===== config.mk =====
export PLATFORM = sky130hd
export DESIGN_NAME = mixdot_acc
export DESIGN_NICKNAME = d
export VERILOG_FILES = /design/src/rtl/mixdot_acc.sv
export SDC_FILE = /design/constraint.sdc
export NUM_CORES = 2
export LEC_CHECK = 0
export ABC_AREA = 1
export ABC_CLOCK_PERIOD_IN_PS = 35500
export BUFFER_PORTS_ARGS = -buffer_cell sky130_fd_sc_hd__buf_2
export CAP_MARGIN = 20
export CORE_ASPECT_RATIO = 2
export CORE_MARGIN = 4
export CORE_UTILIZATION = 55
export DETAILED_ROUTE_END_ITERATION = 8
export HOLD_SLACK_MARGIN = 0.08
export PLACE_DENSITY = 0.75
export SETUP_SLACK_MARGIN = 0.1
export SLEW_MARGIN = 5
export SYNTH_ARGS = -nofsm -noshare
export SYNTH_HDL_FRONTEND = slang
export SYNTH_SLANG_ARGS = --single-unit

===== constraint.sdc =====
create_clock -name clk -period 35.5 [get_ports clk]
set_input_delay 7.1 -clock clk [delete_from_list [all_inputs] [get_ports clk]]
set_output_delay 7.1 -clock clk [all_outputs]
set_load 0.1 [all_outputs]

===== src/rtl/mixdot_acc.sv =====
module mixdot_acc #(
  parameter int LANES  = 4,
  parameter int LANE_W = 32,
  parameter int BW     = 8
) (
  input  logic                      clk,
  input  logic                      rst,
  input  logic                      in_valid,
  input  logic                      bcast_en,
  input  logic [$clog2(LANES)-1:0]  bcast_sel,
  input  logic [LANES*LANE_W-1:0]   src_u,
  input  logic [LANES*LANE_W-1:0]   src_s,
  input  logic [LANES*LANE_W-1:0]   acc_in,
  output logic                      out_valid,
  output logic [LANES*LANE_W-1:0]   acc_out
);
  localparam int NB = LANE_W / BW;
  localparam int PW = 2 * BW + 1;
  localparam int SW = PW + $clog2(NB);
  localparam int VW = LANES * LANE_W;

  logic [LANE_W-1:0] grp_pick;
  logic [VW-1:0]     acc_nxt;

  assign grp_pick = src_s[bcast_sel*LANE_W +: LANE_W];

  for (genvar e = 0; e < LANES; e++) begin : g_lane
    logic [LANE_W-1:0]   s_op;
    logic signed [SW-1:0] dot;

    assign s_op = bcast_en ? grp_pick : src_s[e*LANE_W +: LANE_W];

    always_comb begin
      logic signed [PW-1:0] ua;
      logic signed [PW-1:0] sb;
      logic signed [PW-1:0] pr;
      dot = '0;
      for (int i = 0; i < NB; i++) begin
        ua  = {{(PW-BW){1'b0}}, src_u[e*LANE_W + i*BW +: BW]};
        sb  = {{(PW-BW){s_op[i*BW+BW-1]}}, s_op[i*BW +: BW]};
        pr  = ua * sb;
        dot = dot + {{(SW-PW){pr[PW-1]}}, pr};
      end
    end

    assign acc_nxt[e*LANE_W +: LANE_W] =
      acc_in[e*LANE_W +: LANE_W] + {{(LANE_W-SW){dot[SW-1]}}, dot};

    AST_ZERO_U_PASS: assert property (@(posedge clk) disable iff (rst)
      (in_valid && src_u[e*LANE_W +: LANE_W] == '0)
      |=> acc_out[e*LANE_W +: LANE_W] == $past(acc_in[e*LANE_W +: LANE_W]));
  end

  always_ff @(posedge clk) begin
    if (rst) begin
      out_valid <= 1'b0;
      acc_out   <= '0;
    end else begin
      out_valid <= in_valid;
      if (in_valid) acc_out <= acc_nxt;
    end
  end

  AST_VALID_FOLLOWS: assert property (@(posedge clk) disable iff (rst)
    in_valid |=> out_valid);
  AST_IDLE_DROPS: assert property (@(posedge clk) disable iff (rst)
    !in_valid |=> !out_valid);
  AST_IDLE_HOLD: assert property (@(posedge clk) disable iff (rst)
    !in_valid |=> $stable(acc_out));
  AST_BCAST_SYM: assert property (@(posedge clk) disable iff (rst)
    (in_valid && bcast_en
     && src_u[LANE_W-1:0] == src_u[2*LANE_W-1:LANE_W]
     && acc_in[LANE_W-1:0] == acc_in[2*LANE_W-1:LANE_W])
    |=> acc_out[LANE_W-1:0] == acc_out[2*LANE_W-1:LANE_W]);
endmodule


==> flow_metrics.py <==
metrics = {
    "cells_and_area": {
        "drive_gt1_share_pct": 8.73,
        "fill_cells": 9208,
        "final_area_um2": 58500,
        "nets": 9764,
        "area_delta_synth_final_pct": 8.61,
    },
    "clock_tree": {
        "cts_resized": 0,
        "cts_buffer_depth": 2,
        "postCtsSetupBuffers": 0,
        "cts_tree": "done",
        "worstSkewPairLatency_ns": 0.46,
        "root_buffer": "clkbuf_16",
        "clock_sinks": 129,
        "clkSlewWorstSetupHoldPaths_ns": 0.07,
        "cts_max_level": 4,
        "holdBufCountCts": 0,
        "numCtsBuffers": 17,
    },
    "setup_path": {
        "crit_buf_inv": 14,
        "required_ns": 35.87,
        "cp_data_arrival_time_ns": 19.14,
        "critPathMostFrequentCell": "inv_1",
        "crit_type": "primary input to flip-flop",
        "cp_top_family": "adder cells",
        "worst_setup_path_end_kind": "flip-flop",
        "critPathMaxFanout": 96,
        "cpMaxStageDelayCell": "mux2i_1",
        "r2r_setup_slack_ns": 34.57,
        "startpoint_type": "primary input",
        "cpPeakStageDelay_ns": 0.74,
    },
    "synthesis": {
        "syn_nets": 9304,
        "netlist.area_leader.share_pct": 33.2,
        "synth-edff-count": 0,
        "ys_seq_area_share_pct": 4.80,
        "syn_inst": 7226,
        "synthTopCellsByArea": "fa_1, ha_1, inv_1",
        "synth_area_leader_cell": "fa_1",
        "syn_area_um2": 53800,
        "ys_seq_elements": 129,
        "synth_cell_types": 54,
        "syn_avg_cell_area_um2": 7.45,
        "ys_async_sr_fraction_pct": 0,
        "yosys_warnings": 0,
        "ys.flop_type": "dfxtp_1",
    },
    "sta": {
        "finalHoldViolCount": 0,
        "fin_skew_ns": 0,
        "worst_slew_pin_slew_ns": 1.21,
        "period_needed_ns": 18.77,
        "slew_violations": 0,
        "min_period_over_period_pct": 52.9,
        "slew_headroom_pct": 18.6,
        "fin_setup_tns_ns": 0,
        "max_freq_mhz": 53.3,
        "rsz0062_at_grt": "false",
        "setup_viol_count_final": 0,
    },
    "drt": {
        "wire_per_inst_um": 23.1,
        "via_per_inst": 5.53,
        "vias": 49600,
        "drc": 0,
        "drt_first_pass_iters": 7,
        "drtAntennaViolNets": 0,
        "totalWireLength_um": 208000,
        "initialDrtViolationCount": 3203,
    },
    "floorplan": {
        "die_h_um": 450,
        "core_region_area_um2": 97300,
        "fp.dieW_um": 229,
        "fp-row-count": 162,
        "die-area_um2": 103000,
        "io_pins": 519,
        "start_util_pct": 55.3,
    },
    "placed_design": {
        "place_congestion": 1.08,
        "detailed_place_hpwl_um": 186000,
        "dpl_cell_area_um2": 57800,
        "io_buffer_count": 518,
    },
    "global_routing": {
        "grt_pass1_wl_um": 308000,
        "grt_max_degree": 98,
        "antenna_found_initial": 59,
        "grt_use_total_pct": 39.9,
        "overflow": 0,
        "grt_pass1_vias": 52400,
    },
    "job": {
        "cap_violations": 0,
    },
    "status": {
        "outcome": "complete, no violations",
    },
    "hold_path": {
        "hold_class": "flip-flop to flip-flop",
    },
}
-- metrics by stage --
stage	hold WS [ns]	utilization (%)	cells	setup slack (ns)
floorplan	0.943	-	7226	18.71
global placement	0.457	59.4	8892	16.43
detailed placement	0.459	59.4	8894	16.35
CTS	0.479	60.0	8926	16.81
global route	0.520	60.0	8935	15.97
finish	0.480	60.1	8973	16.73
-- path summary, 6_finish.rpt --
kind,start,to,cells after the start
max,bcast_en,acc_out[31]$_SDFFE_PP0P_,48
min,acc_out[120]$_SDFFE_PP0P_,acc_out[120]$_SDFFE_PP0P_,2
max reg2reg,acc_out[38]$_SDFFE_PP0P_,acc_out[38]$_SDFFE_PP0P_,4
min reg2reg,acc_out[120]$_SDFFE_PP0P_,acc_out[120]$_SDFFE_PP0P_,2
-- cell usage after synthesis (26+ instances only) --
cell type and n:
a21oi_1 321, buf_1 35, clkbuf_1 52, dfxtp_1 129, fa_1 892, ha_1 796
inv_1 2032, nand2_1 978, nand3_1 159, nand4_1 44, nor2_1 945, nor3_1 28
o211ai_1 30, o21ai_0 273, o21ai_1 78, o21ai_2 26, xnor2_1 79, xor2_1 94
-- per-layer routing --
| layer | wire length (µm) | track usage, % | vias to the layer above |
|---|---|---|---|
| met4 | 22800 | 33.9 | 24 |
| li1 | - | - | 22700 |
| met3 | 16000 | 7.82 | 806 |
| met2 | 101000 | 69.7 | 2255 |
| met1 | 67700 | 40.7 | 23900 |
| met5 | 136 | 0 | - |
-- cells by family (layout without fill, tap and decap cells) --
logic type / count (synthesis) / count (layout) / share of synthesized area (%)
XOR/XNOR: 173 / 173 / 2.81
adder cells (fa/ha/maj): 1688 / 1688 / 51.7
multiplexers: 8 / 8 / 0.191
AND/OR/NAND/NOR: 2214 / 2214 / 16.5
flip-flops: 129 / 129 / 4.80
AO/OA/AOI/OAI: 856 / 856 / 8.95
buffers and inverters: 2158 / 2631 / 15.1
other: 0 / 44 / 0
-- registers in the layout (all words and copies together) (netlist names) --
register / count
acc_out: 128
out_valid: 1
-- cells in the final DEF (no fill, tap or decap), types with 5 or more instances in the layout --
cell,n
inv_1,2032
nand2_1,978
nor2_1,945
fa_1,892
ha_1,796
buf_2,516
a21oi_1,321
o21ai_0,269
nand3_1,159
dfxtp_1,129
xor2_1,94
o21ai_1,81
xnor2_1,79
diode_2,44
nand4_1,44
o211ai_1,30
nor3_1,28
o21ai_2,27
buf_4,25
o21a_1,21
o21bai_1,21
a31oi_1,21
a21o_1,21
inv_2,17
clkbuf_16,17
nand3b_1,12
a21boi_0,12
nor4_1,11
nand2_2,10
a21boi_2,7
mux2i_2,6
o221ai_1,6
or2_1,6
clkinv_1,5
inv_6,5
-- worst reg2reg max path: cells and delay by family, from the launching register on --
family / cells / cell delay, ns
buffers and inverters: 1 / 0.09
AO/OA/AOI/OAI: 1 / 0.09
AND/OR/NAND/NOR: 2 / 0.21
flip-flops: 1 / 0.49
-- layout make-up --
class / instances / area (µm²) / area share [%]
multi-input combinational: 4939 / 43100 / 73.8
inverter: 2054 / 7710 / 13.2
sequential: 129 / 2580 / 4.42
timing repair buffer: 545 / 2810 / 4.81
tap: 1230 / 1540 / 2.63
clock inverter: 14 / 145 / 0.248
clock buffer: 18 / 439 / 0.751
antenna: 44 / 110 / 0.188
Power is left out: the tool's default activity adds up to more than one toggle a clock period on the data nets, which glitch-free logic cannot reach.
